==> src/rtl/adc_seq_pkg.sv <==
package adc_seq_pkg;
  typedef enum logic [1:0] {
    ST_IDLE   = 2'd0,
    ST_SAMPLE = 2'd1,
    ST_SEARCH = 2'd2
  } seq_state_e;
endpackage

==> src/rtl/adc_sample_timer.sv <==
// Counts the sampling window; expire marks its final cycle.
module adc_sample_timer #(
  parameter int SAMPLE_CLKS = 8
) (
  input  logic clk,
  input  logic rst,
  input  logic run,
  output logic expire
);
  localparam int CW = $clog2(SAMPLE_CLKS + 1);

  logic [CW-1:0] cnt_q;

  always_ff @(posedge clk) begin
    if (rst || !run) cnt_q <= '0;
    else             cnt_q <= cnt_q + 1'b1;
  end

  assign expire = run && (cnt_q == CW'(SAMPLE_CLKS - 1));
endmodule

==> src/rtl/adc_sar_search.sv <==
// Binary-search trial register: one bit decided per step, MSB first.
module adc_sar_search #(
  parameter int RES_W   = 10,
  parameter int SHORT_W = 8
) (
  input  logic             clk,
  input  logic             rst,
  input  logic             load,
  input  logic             step,
  input  logic             short_mode,
  input  logic             cmp_ge,
  output logic [RES_W-1:0] trial,
  output logic [RES_W-1:0] final_code,
  output logic             last
);
  localparam int IW     = $clog2(RES_W);
  localparam int LO_W   = RES_W - SHORT_W;

  logic [IW-1:0] idx_q;
  logic [IW-1:0] stop_idx;

  assign stop_idx = short_mode ? IW'(LO_W) : '0;
  assign last     = (idx_q == stop_idx);

  always_ff @(posedge clk) begin
    if (rst)       idx_q <= '0;
    else if (load) idx_q <= IW'(RES_W - 1);
    else if (step && !last) idx_q <= idx_q - 1'b1;
  end

  for (genvar i = 0; i < RES_W; i++) begin : g_bit
    logic is_cur;
    logic is_next;
    assign is_cur        = (idx_q == IW'(i));
    assign is_next       = (idx_q == IW'(i + 1)) && !last;
    assign final_code[i] = is_cur ? cmp_ge : trial[i];

    always_ff @(posedge clk) begin
      if (rst)       trial[i] <= 1'b0;
      else if (load) trial[i] <= (i == RES_W - 1);
      else if (step) trial[i] <= final_code[i] | is_next;
    end
  end
endmodule

==> src/rtl/adc_result_regs.sv <==
// Split result storage: upper byte always, low bits only at full resolution.
module adc_result_regs #(
  parameter int RES_W   = 10,
  parameter int SHORT_W = 8
) (
  input  logic               clk,
  input  logic               rst,
  input  logic               latch,
  input  logic               short_mode,
  input  logic [RES_W-1:0]   code,
  output logic [SHORT_W-1:0] hi,
  output logic [RES_W-SHORT_W-1:0] lo
);
  localparam int LO_W = RES_W - SHORT_W;

  always_ff @(posedge clk) begin
    if (rst) begin
      hi <= '0;
      lo <= '0;
    end else if (latch) begin
      hi <= code[RES_W-1 -: SHORT_W];
      if (!short_mode) lo <= code[LO_W-1:0];
    end
  end
endmodule

==> src/rtl/adc_sar_ctrl.sv <==
module adc_sar_ctrl
  import adc_seq_pkg::*;
#(
  parameter int RES_W       = 10,
  parameter int SHORT_W     = 8,
  parameter int SAMPLE_CLKS = 8
) (
  input  logic                     clk,
  input  logic                     rst,
  input  logic                     start_req,
  input  logic                     res8_mode,
  input  logic                     cmp_ge,
  output logic                     busy,
  output logic                     sh_sample,
  output logic [RES_W-1:0]         dac_code,
  output logic [SHORT_W-1:0]       res_hi,
  output logic [RES_W-SHORT_W-1:0] res_lo,
  output logic                     eoc_irq
);
  seq_state_e           state_q;
  logic                 mode8_q;
  logic                 expire;
  logic                 step;
  logic                 last;
  logic                 finish;
  logic [RES_W-1:0]     trial;
  logic [RES_W-1:0]     final_code;

  assign step   = (state_q == ST_SEARCH);
  assign finish = step && last;

  always_ff @(posedge clk) begin
    if (rst) begin
      state_q <= ST_IDLE;
      mode8_q <= 1'b0;
      eoc_irq <= 1'b0;
    end else begin
      eoc_irq <= finish;
      unique case (state_q)
        ST_IDLE: if (start_req) begin
          state_q <= ST_SAMPLE;
          mode8_q <= res8_mode;
        end
        ST_SAMPLE: if (expire) state_q <= ST_SEARCH;
        ST_SEARCH: if (last)   state_q <= ST_IDLE;
        default:               state_q <= ST_IDLE;
      endcase
    end
  end

  adc_sample_timer #(.SAMPLE_CLKS(SAMPLE_CLKS)) u_timer (
    .clk    (clk),
    .rst    (rst),
    .run    (state_q == ST_SAMPLE),
    .expire (expire)
  );

  adc_sar_search #(.RES_W(RES_W), .SHORT_W(SHORT_W)) u_search (
    .clk        (clk),
    .rst        (rst),
    .load       (expire),
    .step       (step),
    .short_mode (mode8_q),
    .cmp_ge     (cmp_ge),
    .trial      (trial),
    .final_code (final_code),
    .last       (last)
  );

  adc_result_regs #(.RES_W(RES_W), .SHORT_W(SHORT_W)) u_res (
    .clk        (clk),
    .rst        (rst),
    .latch      (finish),
    .short_mode (mode8_q),
    .code       (final_code),
    .hi         (res_hi),
    .lo         (res_lo)
  );

  assign busy      = (state_q != ST_IDLE);
  assign sh_sample = (state_q == ST_SAMPLE);
  assign dac_code  = trial;
endmodule

==> config.mk <==
export PLATFORM = sky130hd
export DESIGN_NAME = adc_sar_ctrl
export DESIGN_NICKNAME = d
export VERILOG_FILES = /design/src/rtl/adc_seq_pkg.sv /design/src/rtl/adc_sample_timer.sv /design/src/rtl/adc_sar_search.sv /design/src/rtl/adc_result_regs.sv /design/src/rtl/adc_sar_ctrl.sv
export SDC_FILE = /design/constraint.sdc
export NUM_CORES = 1
export LEC_CHECK = 0
export BUFFER_PORTS_ARGS = -buffer_cell sky130_fd_sc_hd__buf_4
export CORE_ASPECT_RATIO = 1.1
export CORE_MARGIN = 1.5
export CORE_UTILIZATION = 54
export CTS_CLUSTER_SIZE = 28
export DETAILED_ROUTE_END_ITERATION = 6
export PLACE_DENSITY_LB_ADDON = 0.15
export SKIP_CTS_REPAIR_TIMING = 1
export SLEW_MARGIN = 20
export SYNTH_ARGS = -nofsm -noshare
export SYNTH_HDL_FRONTEND = slang
export SYNTH_SLANG_ARGS = --single-unit
==> constraint.sdc <==
create_clock -name clk -period 1.8 [get_ports clk]
set_input_delay 0.09 -clock clk [delete_from_list [all_inputs] [get_ports clk]]
set_output_delay 0.09 -clock clk [all_outputs]
set_load 0.01 [all_outputs]
==> results of run 1 <==
[layout by cell type, fill, tap and decap left out]
cell       instances
ha_1               6
clkbuf_8           1
a41o_1             1
nor4b_4            1
buf_4             34
xor2_2             1
nor2b_1            4
or4_1              2
clkbuf_4           5
nand3_1            7
and3_1             1
mux2i_1           12
or4b_1             1
nor2_2             1
o2bb2ai_1          3
o21ai_0            1
a21oi_1            5
nand2b_1           2
nor2_1            23
a311oi_1           8
dfxtp_1           32
a211oi_1           9
or3_1              1
nand2_1           18
inv_1              5
o41ai_1            1
o211a_1            1
clkinv_2           2
nor3_1             2
nor4_1             1
a2111oi_0          1
nand4_1            1
nor4_2             1
xnor2_1            2
a31oi_1            2
[stage by stage]
stage	std cells	cell area (µm²)	hold slack (ns)	setup slack, ns
finish	229	1820	0.0118	0.171
global route	229	1820	0.00866	0.00651
floorplan	165	1500	0.238	0.232
global placement	221	1760	0.357	0.249
detailed placement	221	1760	0.367	0.189
CTS	229	1820	0.00651	0.154
[power by group through the flow]
stage / logic (mW) / clock network (mW) / registers (mW)
floorplan: 0.0319 / 0 / 0.733
global placement: 0.0534 / 0 / 0.734
detailed placement: 0.0543 / 0 / 0.734
CTS: 0.0549 / 0.438 / 0.717
global route: 0.0602 / 0.473 / 0.718
finish: 0.0548 / 0.428 / 0.717
[final timing paths]
path	startpoint	endpoint	slack, ns	cells after the start
min	res8_mode	mode8_q	0.01	3
min reg2reg	u_timer.cnt_q[0]	u_timer.cnt_q[0]	0.46	1
max	u_search.idx_q[1]	u_search.idx_q[1]	0.17	3
max reg2reg	u_search.idx_q[1]	u_search.idx_q[1]	0.17	3
[cell usage after synthesis, types with 4 or more instances]
cell | count | share of area
a311oi_1 | 8 | 0.047
ha_1 | 6 | 0.050
nand2_1 | 18 | 0.045
nand3_1 | 7 | 0.023
mux2i_1 | 12 | 0.080
inv_1 | 5 | 0.013
a21oi_1 | 5 | 0.017
a211oi_1 | 9 | 0.045
dfxtp_1 | 32 | 0.43
clkbuf_1 | 7 | 0.018
nor2_1 | 23 | 0.058
nor2b_1 | 4 | 0.017
[logic make-up (layout without fill, tap and decap cells)]
family / Yosys count / after routing
simple gates: 66 / 66
mux: 12 / 12
buf+inv: 14 / 47
compound gates: 32 / 32
xor+xnor: 3 / 3
fa+ha+maj: 6 / 6
flops: 32 / 32
[layout make-up]
| class | instances | area share |
|---|---|---|
| Inverter | 5 | 0.0103 |
| Sequential cell | 32 | 0.353 |
| Timing Repair Buffer | 34 | 0.140 |
| Tap cell | 31 | 0.0213 |
| Multi-Input combinational cell | 119 | 0.441 |
| Clock buffer | 6 | 0.0282 |
| Clock inverter | 2 | 0.00551 |
[flip-flops by register name, indices dropped and copies added, names as in the netlist]
name            cells
u_search.trial     10
u_res.hi            8
u_search.idx_q      4
u_timer.cnt_q       4
state_q             2
u_res.lo            2
eoc_irq             1
mode8_q             1
[worst max-delay path, cell delays in order, from the launching register on]
cell	delay, ns
dfxtp_1	0.53
xor2_2	0.16
or4_1	0.54
a311oi_1	0.31
[routing by layer]
layer	share of wire	vias up
met5	0	-
met3	0.040	6
li1	-	662
met1	0.44	588
met2	0.51	33
met4	0.014	0
==> results.md, run 1 <==
- Status: finished clean
- Sequential Power Share: 0.598
- Post-synth EDFFs: 0
- Compound-cell area share of the yosys netlist: 0.163
- Slew @ Worst Pin: 0.450 ns
- FP Rows: 19
- Clock Power Share: 0.357
- Area growth, synth to finish: 21.1%
- Synthesized net count: 176
- Initial antenna violation count: 0
- Clock Tree Buf Depth: 2
- Grt ovf: 0
- Comb pwr share: 0.046
- Register area share after synthesis: 0.427
- Clk sinks: 32
- Post-Syn Area per Cell: ~9 µm²
- GP Congestion: 0.805
- Met1 GRT Util: 0.266
- M2 GR Usage: 0.376
- Core area: 2570 µm²
- Post-route clock period utilization: 0.905
- Prevailing post-synth register cell: dfxtp_1
- I/O pin cnt: 28
- Final Hold Violating Endpoints: 0
- Mux cell area share after synthesis: 0.0801
- Clk slew on worst S/H paths: around 0.090 ns
- GR peak layer: met2
- TritonCTS Buffers: 5
- WS Path Type: reg -> reg
- Die ar.: 3100 µm²
- # diodes: 0
- Final Total Pwr: ~1.2 mW
- Starting Density: 0.584
- Worst Hold Class: in -> reg
- Dpl hpwl: roughly 2300 µm
- Share of cells above drive strength 1: 0.232
- Met3 usage: 0.0722
- Arrival time at the worst endpoint: 1.87 ns
- Post-Synth Adder-Cell Area: 0.0500
- RSZ-0062 raised after global routing: no
- Drt total wl: about 3200 µm
- DRC viols: 0
- CTS tree: yes
- Fin. max-slew vios: 0
- Final Critical Period: 1.63 ns
- Chip Height: 58.3 µm
- Register area: 641 µm²
- Vias in the first global route: 1,224
- Routed Antenna Nets: 0
- H-tree level count: 2
- Crit. End Element: flip-flop
- Overall Global Routing Usage: 0.231
- Critical Path RT: 2.04 ns
- Pin count of the biggest net entering global routing: 20
- # fillers: 218
- Crit path max fanout: 8
- Max-Cap Viols: 0
- First-pass GRT wire length: around 5200 µm
- Post-Synth XOR/XNOR Area: 0.0225
- DRT Pass-1 Iters: 6
- Multi-input gate area: 802 µm²
- Asr flop ratio synth: 0
- Synth warnings: 0
- Unique cell type count in the Yosys netlist: 34
- Die width: 53.3 µm
- Mapped Area: 1500 µm²
- Final net count: around 210
- Sw Pwr: 0.281 mW
- Largest family of logic cells by synthesized area: simple AND/OR/NAND/NOR gates
- Syn Inst Count: 165
- Util after Layout: 0.708
- Drt initial violations: 53
- Relative slew margins: 0.697
- Final Skew: 0.00205 ns
- Worst skew pair latency: between 0.3 and 0.4 ns
- Leak: 0.792 nW
- Setup TNS: 0 ns
- Pint: 0.920 mW
- Port Buffers: 27
- Seq cells post-synth: 32
- Peak VDD IR: ~0.00059 V
- Mean routed wirelength per cell: 13.8 µm
- Vias/cell: 5.63
- Final Setup Violations: 0
- PD cells: 661 nW/µm²
- Setup crit start kind: flip-flop
- Root buffer cell: clkbuf_4
- Peak Freq: 614 MHz
- Vias: about 1,300
- Sw frac: 0.234
- Area share of and/or/nand/nor cells after synthesis: 0.219
Note: power is estimated with default switching activity, not from simulation.
==> run 2, diff against run 1 <==
--- a/config.mk
+++ b/config.mk
@@ -7,7 +7,6 @@
 export LEC_CHECK = 0
 export BUFFER_PORTS_ARGS = -buffer_cell sky130_fd_sc_hd__buf_4
 export CORE_ASPECT_RATIO = 1.1
-export CORE_MARGIN = 1.5
 export CORE_UTILIZATION = 54
 export CTS_CLUSTER_SIZE = 28
 export DETAILED_ROUTE_END_ITERATION = 6
==> run 2 against run 1 <==
Worst hold slack better by 0.012 ns. Register-to-register slack worse by 0.03 ns. Setup slack got worse by 0.025 ns. Routed wire length grew 4.7%. Sequential power about the same. Clock-buffer cell count unchanged. Global-route usage rose by 3.3 points. Sequential cell count unchanged. Critical path depth rose by 1. Maximum frequency fell by 1.5%. Sequential share of layout area is 0.15 points lower. Clock power up 25%.
==> results.md, run 2 (synthesis gave the netlist of run 1 again) <==
- Status: finished clean
- Arrival time at the worst endpoint: 1.90 ns (+0.03 ns)
- I/O pin cnt: 28 (unchanged)
- Setup crit start kind: flip-flop
- Fin. max-slew vios: 0 (unchanged)
- Area growth, synth to finish: 21.6%
- Slew @ Worst Pin: 0.448 ns (-0.00150 ns)
- Vias: 1,328 (+3.0%)
- Final worst setup slack: 0.146 ns (-0.0251 ns)
- Chip Height: 57.3 µm (-1.7%)
- Sw Pwr: 0.281 mW (+0.27%)
- Die width: 52.3 µm (-1.9%)
- Critical-path cell list: or4b_1 -> nor4_2 -> nor2_1 -> a211oi_1
- # diodes: 0 (unchanged)
- CTS tree: yes
- Drt initial violations: 33 (-38%)
- TritonCTS Buffers: 5 (unchanged)
- CP max stage delay: 0.60 ns (+0.06 ns)
- Post-route cell area: 1820 µm² (+0.41%)
- Routed Antenna Nets: 0 (unchanged)
- Clk slew on worst S/H paths: 0.10 ns (about the same)
- Clock Tree Buf Depth: 2 (unchanged)
- Crit. End Element: flip-flop
- Starting Density: 0.584 (unchanged)
- Post-route clock period utilization: 0.919 (+0.0139)
- Register area: 641 µm² (unchanged)
- H-tree level count: 2 (unchanged)
- DRT Pass-1 Iters: 4 (-2)
- Post-DP Area: 1750 µm² (-0.43%)
- Grt ovf: 0 (unchanged)
- Setup WS pre-CTS: 0.175 ns (-0.0138 ns)
- Comb pwr share: 0.041 (-0.005)
- Final Skew: 0.00932 ns (+0.00727 ns)
- Core area: 2570 µm² (unchanged)
- Final Critical Period: 1.65 ns (+0.0251 ns)
- Commonest non-fill, non-tap cells in the layout: buf_4 (33), dfxtp_1 (32), nor2_1 (23)
- Max-Cap Viols: 0 (unchanged)
- First-pass GRT wire length: 5830 µm (+12%)
- Final Hold Violating Endpoints: 0 (unchanged)
- Pint: 1.02 mW (+11%)
- Crit-path slowest cell: or4b_1
- Relative slew margins: 0.699 (+0.00146)
- Multi-input gate area: 802 µm² (unchanged)
- Vias in the first global route: 1,279 (+4.5%)
- Sequential Power Share: 0.550 (-0.048)
- RSZ-0062 raised after global routing: no
- # fillers: 208 (-4.6%)
- Clk sinks: 32 (unchanged)
- DRC viols: 0 (unchanged)
- WS Path Type: reg -> reg
- GP Congestion: 0.865 (+7.4%)
- Leak: 0.791 nW (about the same)
- Drt total wl: 3310 µm (+4.7%)
- Dpl hpwl: 2410 µm (+4.0%)
- FP Rows: 19 (unchanged)
- PD cells: 715 nW/µm² (+8.3%)
- Port Buffers: 27 (unchanged)
- Worst skew pair latency: 0.34 ns (about the same)
- Clock Power Share: 0.409 (+0.052)
- Peak Freq: 605 MHz (-1.5%)
- Biggest register: u_search.trial
- Final net count: 207 (-0.48%)
- Overall Global Routing Usage: 0.264 (+0.0329)
- Max reg flops: 10 (unchanged)
- Commonest non-fill, non-tap cell in the layout: buf_4
- Share of cells above drive strength 1: 0.223 (-0.00897)
- Critical Path RT: 2.05 ns (about the same)
- Mean routed wirelength per cell: 14.5 µm (+5.2%)
- Peak VDD IR: 0.000761 V (+28%)
- Final Setup Violations: 0 (unchanged)
- Setup TNS: 0 ns (unchanged)
- Crit path max fanout: 7 (-1)
- Pin count of the biggest net entering global routing: 23 (+15%)
- Root buffer cell: clkbuf_4
- Largest regs: u_search.trial: 10 flops, u_res.hi: 8 flops
- Worst Hold Class: in -> reg
- Sw frac: 0.216 (-0.0182)
- Util after Layout: 0.711 (+0.00292)
- Vias/cell: 5.82 (+3.5%)
- Initial antenna violation count: 0 (unchanged)
- Die ar.: 2990 µm² (-3.6%)
run 2: cell type report:
cell class	instances	area share
Inverter	5	0.0103
Multi-Input combinational cell	119	0.440
Sequential cell	32	0.351
Tap cell	31	0.0213
Timing Repair Buffer	33	0.136
Clock buffer	6	0.0226
Clock inverter	2	0.0192
run 2: power groups by stage:
| stage | logic, mW | registers (mW) | clock network (mW) |
|---|---|---|---|
| after global placement | 0.0516 | 0.734 | 0 |
| final | 0.0533 | 0.718 | 0.534 |
| after detailed placement | 0.0532 | 0.734 | 0 |
| after global routing | 0.0595 | 0.719 | 0.571 |
| after floorplan | 0.0319 | 0.733 | 0 |
| after CTS | 0.0537 | 0.718 | 0.542 |
run 2: path summary, 6_finish.rpt:
kind	slack (ns)	depth (start not counted)	start	endpoint
max	0.15	4	state_q[0]	u_res.lo[1]
min	0.02	3	res8_mode	mode8_q
max reg2reg	0.15	4	state_q[0]	u_res.lo[1]
min reg2reg	0.46	1	u_timer.cnt_q[0]	u_timer.cnt_q[0]
run 2: critical path, delay by kind of cell (launching register included):
| family | cells | cell delay, ns |
|---|---|---|
| compound gates | 1 | 0.21 |
| flops | 1 | 0.37 |
| simple gates | 3 | 0.99 |
run 2: stage by stage:
| stage | hold WS, ns | power (mW) | cells |
|---|---|---|---|
| 2_1_floorplan | 0.238 | 0.765 | 165 |
| 3_3_place_gp | 0.354 | 0.785 | 220 |
| 3_5_place_dp | 0.376 | 0.787 | 220 |
| 4_1_cts | 0.0215 | 1.31 | 228 |
| 5_1_grt | 0.0298 | 1.35 | 228 |
| 6_report | 0.0233 | 1.31 | 228 |
run 2: per-layer routing:
| layer | vias to the layer above | GRT usage | wire (µm) |
|---|---|---|---|
| li1 | 661 | - | - |
| met1 | 625 | 0.314 | 1460 |
| met2 | 36 | 0.436 | 1670 |
| met3 | 6 | 0.0800 | 136 |
| met4 | 0 | 0.113 | 44 |
| met5 | - | 0 | 0 |
